**src/rtl/pdom_seq_pkg.sv**
```systemverilog
package pdom_seq_pkg;

  typedef enum logic [3:0] {
    ST_OFF, ST_ON,
    UP_SW, UP_MEM, UP_AUX, UP_GAP, UP_RST, UP_REL, UP_ISO,
    DN_ISO, DN_MEM, DN_AUX, DN_GAP, DN_SW, DN_CLK
  } seq_state_e;

  // Settle time in cycles, rounded up, never below one cycle.
  function automatic int unsigned us_to_cycles(longint unsigned freq_hz, int unsigned usec);
    longint unsigned c;
    c = (freq_hz * longint'(usec) + 64'd999_999) / 64'd1_000_000;
    if (c == 64'd0) c = 64'd1;
    return int'(c[31:0]);
  endfunction

  // Width that can hold values 0 .. n-1, at least one bit.
  function automatic int unsigned idx_width(int unsigned n);
    return (n <= 1) ? 1 : $clog2(n);
  endfunction

endpackage

```
**src/rtl/pdom_step_timer.sv**
```systemverilog
module pdom_step_timer #(
  parameter int unsigned CW = 4
) (
  input  logic          clk,
  input  logic          rst_n,
  input  logic          load,
  input  logic [CW-1:0] load_val,
  output logic          idle
);
  logic [CW-1:0] cnt;

  always_ff @(posedge clk or negedge rst_n) begin
    if (!rst_n)            cnt <= '0;
    else if (load)         cnt <= load_val;
    else if (cnt != '0)    cnt <= cnt - 1'b1;
  end

  assign idle = (cnt == '0);

  // a nonzero reload keeps the next step waiting
  a_r7_reload_holds: assert property (@(posedge clk) disable iff (!rst_n)
    (load && load_val != '0) |=> !idle);

  // the last count cycle releases the next step
  a_r7_countdown_ends: assert property (@(posedge clk) disable iff (!rst_n)
    (!load && cnt == CW'(1)) |=> idle);

endmodule

```
**src/rtl/pdom_mem_bank.sv**
```systemverilog
module pdom_mem_bank #(
  parameter int unsigned NF  = 8,
  parameter int unsigned NB  = 8,
  parameter int unsigned FIW = 3,
  parameter int unsigned BIW = 3
) (
  input  logic            clk,
  input  logic            rst_n,
  input  logic            fld_we,
  input  logic [FIW-1:0]  fld_idx,
  input  logic            bit_we,
  input  logic [BIW-1:0]  bit_idx,
  input  logic            pd_val,
  output logic [2*NF-1:0] fld_pd,
  output logic [NB-1:0]   bit_pd
);

  for (genvar i = 0; i < NF; i++) begin : g_fld
    logic [1:0] f_q;
    always_ff @(posedge clk or negedge rst_n) begin
      if (!rst_n)                               f_q <= 2'b11;
      else if (fld_we && fld_idx == FIW'(i))    f_q <= {2{pd_val}};
    end
    assign fld_pd[2*i +: 2] = f_q;
  end

  for (genvar j = 0; j < NB; j++) begin : g_bit
    logic b_q;
    always_ff @(posedge clk or negedge rst_n) begin
      if (!rst_n)                               b_q <= 1'b1;
      else if (bit_we && bit_idx == BIW'(j))    b_q <= pd_val;
    end
    assign bit_pd[j] = b_q;
  end

  // a step touches either the field group or the single-bit group, never both
  a_r3_one_group: assert property (@(posedge clk) disable iff (!rst_n)
    !(fld_we && bit_we));

endmodule

```
**src/rtl/pdom_sequencer.sv**
```systemverilog
module pdom_sequencer #(
  parameter longint unsigned CLK_FREQ_HZ    = 100_000_000,
  parameter int unsigned     SETTLE_US      = 20,
  parameter int unsigned     STEP_US        = 5,
  parameter int unsigned     NUM_MEM_FIELDS = 8,
  parameter int unsigned     NUM_AUX_BITS   = 8,
  parameter int unsigned     NUM_RESETS     = 4
) (
  input  logic                        clk,
  input  logic                        rst_n,
  input  logic                        pwr_on_req,
  input  logic                        pwr_off_req,
  output logic                        busy,
  output logic                        done,
  output logic                        dom_sw_en,
  output logic [1:0]                  clk_en,
  output logic                        iso_en,
  output logic [NUM_RESETS-1:0]       rst_out_n,
  output logic [2*NUM_MEM_FIELDS-1:0] mem_pd_fld,
  output logic [NUM_AUX_BITS-1:0]     mem_pd_bit
);
  import pdom_seq_pkg::*;

  localparam int unsigned LONG_CYC  = us_to_cycles(CLK_FREQ_HZ, SETTLE_US);
  localparam int unsigned SHORT_CYC = us_to_cycles(CLK_FREQ_HZ, STEP_US);
  localparam int unsigned MAX_CYC   = (LONG_CYC > SHORT_CYC) ? LONG_CYC : SHORT_CYC;
  localparam int unsigned CW        = idx_width(MAX_CYC);
  localparam int unsigned FIW       = idx_width(NUM_MEM_FIELDS);
  localparam int unsigned BIW       = idx_width(NUM_AUX_BITS);
  localparam int unsigned IDX_N     = (NUM_MEM_FIELDS > NUM_AUX_BITS) ? NUM_MEM_FIELDS : NUM_AUX_BITS;
  localparam int unsigned IW        = idx_width(IDX_N);
  localparam logic [CW-1:0] LONG_LD  = CW'(LONG_CYC - 1);
  localparam logic [CW-1:0] SHORT_LD = CW'(SHORT_CYC - 1);
  localparam logic [IW-1:0] FLD_LAST = IW'(NUM_MEM_FIELDS - 1);
  localparam logic [IW-1:0] BIT_LAST = IW'(NUM_AUX_BITS - 1);

  seq_state_e      state;
  logic [IW-1:0]   idx;
  logic            t_idle;
  logic            step_go;
  logic [CW-1:0]   t_val;
  logic            fld_we, bit_we, pd_val;
  logic            idx_last;

  // Named step events
  always_comb begin
    step_go  = t_idle && (state != ST_OFF) && (state != ST_ON);
    fld_we   = step_go && (state == UP_MEM || state == DN_MEM);
    bit_we   = step_go && (state == UP_AUX || state == DN_AUX);
    pd_val   = (state == DN_MEM) || (state == DN_AUX);
    idx_last = (state == UP_MEM || state == DN_MEM) ? (idx == FLD_LAST) : (idx == BIT_LAST);
    unique case (state)
      UP_SW, UP_GAP, DN_ISO, DN_GAP:          t_val = LONG_LD;
      UP_MEM, UP_AUX, UP_RST, DN_MEM, DN_AUX: t_val = SHORT_LD;
      default:                                t_val = '0;
    endcase
  end

  pdom_step_timer #(.CW(CW)) u_timer (
    .clk(clk), .rst_n(rst_n), .load(step_go), .load_val(t_val), .idle(t_idle)
  );

  pdom_mem_bank #(.NF(NUM_MEM_FIELDS), .NB(NUM_AUX_BITS), .FIW(FIW), .BIW(BIW)) u_mem (
    .clk(clk), .rst_n(rst_n),
    .fld_we(fld_we), .fld_idx(idx[FIW-1:0]),
    .bit_we(bit_we), .bit_idx(idx[BIW-1:0]),
    .pd_val(pd_val), .fld_pd(mem_pd_fld), .bit_pd(mem_pd_bit)
  );

  always_ff @(posedge clk or negedge rst_n) begin
    if (!rst_n) begin
      state     <= ST_OFF;
      idx       <= '0;
      busy      <= 1'b0;
      done      <= 1'b0;
      dom_sw_en <= 1'b0;
      clk_en    <= 2'b00;
      iso_en    <= 1'b1;
      rst_out_n <= '0;
    end else begin
      done <= 1'b0;
      if (state == ST_OFF) begin
        if (pwr_on_req) begin state <= UP_SW; busy <= 1'b1; end
      end else if (state == ST_ON) begin
        if (pwr_off_req) begin state <= DN_ISO; busy <= 1'b1; end
      end else if (step_go) begin
        unique case (state)
          UP_SW: begin
            dom_sw_en <= 1'b1;
            clk_en    <= 2'b11;
            idx       <= '0;
            state     <= UP_MEM;
          end
          UP_MEM, DN_MEM: begin
            if (idx_last) begin
              idx   <= '0;
              state <= (state == UP_MEM) ? UP_AUX : DN_AUX;
            end else idx <= idx + 1'b1;
          end
          UP_AUX, DN_AUX: begin
            if (idx_last) begin
              idx   <= '0;
              state <= (state == UP_AUX) ? UP_GAP : DN_GAP;
            end else idx <= idx + 1'b1;
          end
          UP_GAP: state <= UP_RST;
          UP_RST: begin rst_out_n <= '0; state <= UP_REL; end
          UP_REL: begin rst_out_n <= '1; state <= UP_ISO; end
          UP_ISO: begin
            iso_en <= 1'b0;
            busy   <= 1'b0;
            done   <= 1'b1;
            state  <= ST_ON;
          end
          DN_ISO: begin iso_en <= 1'b1; idx <= '0; state <= DN_MEM; end
          DN_GAP: state <= DN_SW;
          DN_SW:  begin dom_sw_en <= 1'b0; state <= DN_CLK; end
          DN_CLK: begin
            clk_en <= 2'b00;
            busy   <= 1'b0;
            done   <= 1'b1;
            state  <= ST_OFF;
          end
          default: state <= ST_OFF;
        endcase
      end
    end
  end

  // a memory control only moves toward power-down while clamped
  a_r6_iso_before_mem_down: assert property (@(posedge clk) disable iff (!rst_n)
    (((mem_pd_fld & ~$past(mem_pd_fld)) != '0) || ((mem_pd_bit & ~$past(mem_pd_bit)) != '0))
      |-> iso_en);

  // a memory control only moves toward power-up with the switch closed
  a_r2_mem_up_needs_switch: assert property (@(posedge clk) disable iff (!rst_n)
    (((~mem_pd_fld & $past(mem_pd_fld)) != '0) || ((~mem_pd_bit & $past(mem_pd_bit)) != '0))
      |-> dom_sw_en);

  // the clamp drops only once every reset is released
  a_r5_iso_off_after_release: assert property (@(posedge clk) disable iff (!rst_n)
    $fell(iso_en) |-> (&rst_out_n));

  // the switch opens only with every memory powered down
  a_r6_switch_open_mem_down: assert property (@(posedge clk) disable iff (!rst_n)
    $fell(dom_sw_en) |-> ((&mem_pd_fld) && (&mem_pd_bit)));

  // at most one field (two bits) changes in a cycle
  a_r3_single_step: assert property (@(posedge clk) disable iff (!rst_n)
    ($countones({mem_pd_fld ^ $past(mem_pd_fld), mem_pd_bit ^ $past(mem_pd_bit)}) <= 2));

  // done never overlaps busy and lasts one cycle
  a_r8_done_not_busy: assert property (@(posedge clk) disable iff (!rst_n)
    done |-> !busy);
  a_r8_done_pulse: assert property (@(posedge clk) disable iff (!rst_n)
    done |=> !done);

endmodule

```
**config.mk**
```make
export PLATFORM = sky130hd
export DESIGN_NAME = pdom_sequencer
export DESIGN_NICKNAME = d
export VERILOG_FILES = /design/src/rtl/pdom_seq_pkg.sv /design/src/rtl/pdom_step_timer.sv /design/src/rtl/pdom_mem_bank.sv /design/src/rtl/pdom_sequencer.sv
export SDC_FILE = /design/constraint.sdc
export NUM_CORES = 1
export LEC_CHECK = 0
export BUFFER_PORTS_ARGS = -buffer_cell sky130_fd_sc_hd__buf_2
export CAP_MARGIN = 40
export CORE_MARGIN = 4
export CORE_UTILIZATION = 35
export CTS_CLUSTER_SIZE = 10
export DETAILED_ROUTE_END_ITERATION = 16
export GPL_ROUTABILITY_DRIVEN = 1
export SYNTH_ARGS = -nofsm -noshare
export SYNTH_HDL_FRONTEND = slang
export SYNTH_HIERARCHICAL = 1
export SYNTH_SLANG_ARGS = --single-unit
```
**constraint.sdc**
```tcl
create_clock -name clk -period 2.39 [get_ports clk]
set_input_delay 0.3585 -clock clk [delete_from_list [all_inputs] [get_ports clk]]
set_output_delay 0.3585 -clock clk [all_outputs]
set_load 0.1 [all_outputs]
```
-- Word-level counts from Yosys, hierarchy flattened
Memory sizes are Yosys's and may differ from the RTL's.
Index checks and enable logic that the tools add are counted.
- register bits: 44
- bits in read-only memories: 176
- output and inout bits: 34
- logic and storage cells: 132
- memories: 1
- memories (name ; words ; bits a word ; read ports ; clocked after Yosys merged registers in ; wr ports ; RTL line ; RTL):
    (name not given) ; 16 ; 11 ; 1 ; 0 ; 0 ; pdom_sequencer.sv:52 ; unique case (state)
- add/sub/neg operators: 2
- equal/unequal tests: 26
- multiplexer cells: 28
- bitwise logic cells: 2
- reduce and logical (&&, ||, !) cells: 48
- operator list (operator ; number):
    case mux 4 bit (10 select lines) ; 1
    two-way mux 4 bit ; 9
    equality test 4 bit (second input constant) ; 7
    AND reduction 4 bit ; 6
    two-way mux 11 bit ; 2
    logical AND 1 bit ; 20
    equality test 4 x 3 -> 1 bit (second input constant) ; 4
    equality test 3 bit (second input constant) ; 4
    nonzero test 2 bit ; 6
    zero test 11 bit ; 1
    nonzero test 11 bit ; 1
    subtractor 11 x 1 -> 11 bit (second input constant) ; 1
    two-way mux 1 bit ; 10
    equality test 4 x 2 -> 1 bit (second input constant) ; 2
    inequality test 4 bit (second input constant) ; 2
    case mux 4 bit (2 select lines) ; 1
    OR reduction 2 bit ; 4
    equality test 3 x 2 -> 1 bit (second input constant) ; 2
    case mux 3 bit (2 select lines) ; 1
    nonzero test 3 bit ; 2
    AND reduction 5 bit ; 1
    equality test 4 x 1 -> 1 bit (second input constant) ; 1
    zero test 4 bit ; 1
    inequality test 4 x 1 -> 1 bit (second input constant) ; 1
    12 further kinds ; 16

-- Longest topological paths before layout
- depth after elaboration: 7
- depth in mapped cells: 10
- depth with buffers taken out: 8

-- By module
The synthesis kept the hierarchy.
- modules (own cells, without submodules) (module ; times used ; cells an instance ; area an instance (um^2) ; sequential area each (um^2)):
    pdom_mem_bank ; 1 ; 65 ; 918.4 ; 420.4
    pdom_sequencer ; 1 ; 103 ; 895.9 ; 326.6
    pdom_step_timer ; 1 ; 68 ; 674.4 ; 275.3

-- Worst setup path after synthesis
OpenSTA, ideal clock, no wires.
- kind: reg2reg
- start: reg u_timer.cnt[0]
- end: reg u_mem.g_bit[0].b_q
- setup time: 0.082 ns
- arrival: 2.119 ns
- data required time: 2.308 ns
- path slack: 0.189 ns
- stages on the path, launching flop included: 9
- buffers on the path: 1
- clock period less this slack: 2.201 ns
- path through: dfrtp_1 -> inv_1 -> ha_1 -> nor2b_1 -> and3_1 -> buf_6 -> nor2b_1 -> nor4b_2 -> mux2_2
- cells in the longest elaborated chain, start to end: 5
- RTL lines (what ; RTL line ; RTL):
    from (decl) ; pdom_step_timer.sv:10 ; logic [CW-1:0] cnt;
    from (signal assigned) ; pdom_step_timer.sv:14 ; else if (load) cnt <= load_val;
    from (signal assigned) ; pdom_step_timer.sv:15 ; else if (cnt != '0) cnt <= cnt - 1'b1;
    zero test 11 bit ; pdom_step_timer.sv:18 ; assign idle = (cnt == '0);
    net t_idle ; pdom_sequencer.sv:39 ; logic t_idle;
    logical AND 1 bit (2 in series) ; pdom_sequencer.sv:47 ; step_go = t_idle && (state != ST_OFF) && (state != ST_ON);
    logical AND 1 bit ; pdom_sequencer.sv:49 ; bit_we = step_go && (state == UP_AUX || state == DN_AUX);
    net bit_we ; pdom_sequencer.sv:42 ; logic fld_we, bit_we, pd_val;
    logical AND 1 bit ; pdom_mem_bank.sv:31 ; else if (bit_we && bit_idx == BIW'(j)) b_q <= pd_val;
    to (signal assigned) ; pdom_mem_bank.sv:31 ;
    to (decl) ; pdom_mem_bank.sv:28 ; logic b_q;
The timed path passes the listed nets, and every way through them passes these cells.
A chain may end at the register's enable or synchronous reset.

-- Final worst setup path
- start: reg u_timer.cnt[0]
- end: reg, netlist name u_mem/g_fld[0].f_q[0]
- cells in the longest elaborated chain, start to end: 5
- RTL lines (what ; RTL line ; RTL):
    zero test 11 bit ; pdom_step_timer.sv:18 ;
    net t_idle ; pdom_sequencer.sv:39 ;
    logical AND 1 bit (2 in series) ; pdom_sequencer.sv:47 ;
    logical AND 1 bit ; pdom_sequencer.sv:48 ; fld_we = step_go && (state == UP_MEM || state == DN_MEM);
    net fld_we ; pdom_sequencer.sv:42 ;
    logical AND 1 bit ; pdom_mem_bank.sv:22 ; else if (fld_we && fld_idx == FIW'(i)) f_q <= {2{pd_val}};
The timed path passes the listed nets, and every way through them passes these cells.

==> impl_results.md <==
- Routability cong.: 0.7889
- Synth warnings: 6
- Synth Cell Area: 0.002489 mm²
- Final Util: 0.4038
- Synth Flop Type: dfrtp_1
- Inserted Diodes: 0
- First-pass GRT wire length: 8383 µm
- Setup TNS: 0 ns
- FMAX: 0.4517 GHz
- Vias in the first global route: 1785
- Final Cycle Share: 0.9264
- Total iterations of the first detailed-routing run: 5
- Core area: 0.006869 mm²
- Min Tclk post-route: 2.214 ns
- Fillers: 696
- Insertion delay to the later sink of the worst-skew pair: 0.29 ns
- Root Buffer: clkbuf_8
- Slew Limit Fails: 0
- # Max-Cap Violations: 0
- WP data required: 2.62 ns
- Via Count: 1786
- Leakage: 1.248 nW
- CTS-repair resized insts: 0
- WHS: 0.05839 ns
- Final nets: 268
- Hpwl dp: 3492 µm
- Total wire length: 4829 µm
- Post-synth top cells: dfrtp_1, buf_4, dfstp_2, mux2_2, nor2_1
- Crit start category: flip-flop
- Count leader, synth: dfrtp_1
- Placed insts: 350
- Layout cells sized above 1: 0.4046
- Remaining DRCs: 0
- CTS Buf Count: 5
- Setup bufs post-CTS: 0
- Die X: 92.33 µm
- Power density over the cells: 438.1 mW/mm²
- Number of synthesized flops with an enable pin: 0
- CTS tree: done
- Worst Reg-to-Reg Cells: 7
- Sinks on the clock net: 40
- Layout Area Growth over Synthesis: 11.46%
- Die area: 0.008524 mm²
- Most area-hungry cell type in the Yosys netlist: dfrtp_1
- Skew final: 0.005565 ns
- RSZ-0062 raised after global routing: no
- Worst setup path class: reg2reg
- Detailed-route vias per instance: 4.989
- Mapped Avg Cell Area: 10.55 µm²
- Synth area leaders: dfrtp_1, dfstp_2, mux2_2
- Status: finished, final reports clean
- Peak supply drop: 238.9 µV
- Crit-path max FO: 8
- Longest Clk Path Bufs: 2
- Mapped Cells: 236
- Post-Layout Cell Count: 358
- WL/cell: 13.49 µm
- Hold Crit Class: in2async
- H-tree Lvls: 2
- Post-route ant nets: 0
- Crit path from: u_timer/cnt[0]
- Reg-to-Reg Start: u_timer/cnt[0]
- Post-synthesis net count: 243
- Initial Utilization: 0.3623
- Tot Pwr: 1.215 mW
- Final Hold Fails: 0
- Flops & latches, synth: 40
- Worst-Margin Slew: 0.5805 ns
- Number of top-level pins: 38
- Antenna violations before repair: 0
- Global Route Usage Sum: 0.1185
- Seq/Total Area, Yosys: 0.4108
- # rows: 30
- Share of the synthesized area in the top cell type: 0.2313
- Overflow after GRT: 0
- Relative slew slack: 0.6130
- Final number of setup-violating endpoints: 0
- Die Ht: 92.33 µm
- Cts hold-fix bufs: 0
- Starting DRC count in detailed routing: 62
- Port bufs: 37
- Clock slew at reported path FFs: 0.08 ns
- Worst EP arrival: 2.44 ns
- Synth cell types: 50
- Worst setup EP type: flip-flop
- FFs w/ async S/R, synth: 1.000
- Largest net degree at the start of global routing: 26
[logic make-up (layout without fill, tap and decap cells)]
| group | Yosys count | after routing | share of synthesized area |
|---|---|---|---|
| AO/OA/AOI/OAI | 43 | 43 | 0.1192 |
| XOR/XNOR | 7 | 7 | 0.02464 |
| adder cells (fa/ha/maj) | 3 | 3 | 0.01508 |
| buffers and inverters | 38 | 64 | 0.09954 |
| flip-flops | 40 | 40 | 0.4108 |
| multiplexers | 26 | 26 | 0.1267 |
| AND/OR/NAND/NOR | 79 | 79 | 0.2041 |
[layer usage]
layer,share of wire,GRT usage,vias up,wire length [µm]
met5,0,0,-,0
met4,0.0091,0.03960,0,44
met3,0.039,0.02518,5,190
met2,0.48,0.1964,33,2295
met1,0.48,0.1532,868,2299
li1,-,-,880,-
[cells in the final DEF, fill, tap and decap left out, types with 3 or more instances in the layout]
cell,instances
nand2_1,15
xnor2_1,5
dfrtp_1,23
a31oi_1,3
dfstp_2,17
clkbuf_8,5
mux2i_1,3
nor2b_1,7
and4bb_1,6
nor2_1,16
nor3_1,5
buf_4,13
nor4_1,3
ha_1,3
buf_2,37
mux2_4,7
and3_1,4
o21ai_0,11
mux2_2,16
nand4b_1,6
a22o_1,3
inv_1,6
a21oi_1,7
nand3_1,3
nand2b_1,4
[flip-flops by register name (all words and copies together), names as in the netlist]
name             count
done                 1
rst_out_n            1
idx                  3
u_timer/cnt         11
dom_sw_en            1
clk_en               1
state                4
iso_en               1
u_mem/g_bit.b_q      8
busy                 1
u_mem/g_fld.f_q      8
[worst max-delay path: stages (launching register included)]
cell and delay (ns):
dfrtp_1 0.39, inv_1 0.10, ha_1 0.21, nor2b_2 0.25, and3_1 0.28, and3_1 0.32, nor4b_2 0.24, mux2_2 0.36
[per-stage QoR]
step           area, µm²  worst slack, ns
2_1_floorplan       2489           0.1892
3_3_place_gp        2666           0.1642
5_1_grt             2774        0.0008740
3_5_place_dp        2666          0.07749
6_report            2774           0.1760
4_1_cts             2771          0.07264
[power by group]
group | switching [mW] | internal (mW) | total (mW)
clock | 0.253 | 0.268 | 0.521
combinational | 0.0136 | 0.00312 | 0.0167
sequential | 0 | 0.678 | 0.678
total | 0.266 | 0.949 | 1.22
[final timing paths]
kind | to | slack [ns]
setup / recovery | u_mem/g_fld[0].f_q[0] | 0.18
hold / removal | clk_en[0] | 0.06
setup reg to reg | u_mem/g_fld[0].f_q[0] | 0.18
hold reg to reg | busy | 0.53
max in group asynchronous | u_mem/g_fld[5].f_q[0] | 1.64
min in group clk | busy | 0.53
[layout make-up]
| class | count | area (µm²) | share of cell area |
|---|---|---|---|
| clock inverters | 2 | 11.26 | 0.004060 |
| multi-input cells | 158 | 1221 | 0.4402 |
| inverters | 6 | 22.52 | 0.008119 |
| repair buffers | 50 | 282.8 | 0.1019 |
| clock buffers | 6 | 93.84 | 0.03383 |
| well taps | 96 | 120.1 | 0.04330 |
| flip-flops and latches | 40 | 1022 | 0.3685 |
No activity file was read; power rests on OpenSTA's default activity.
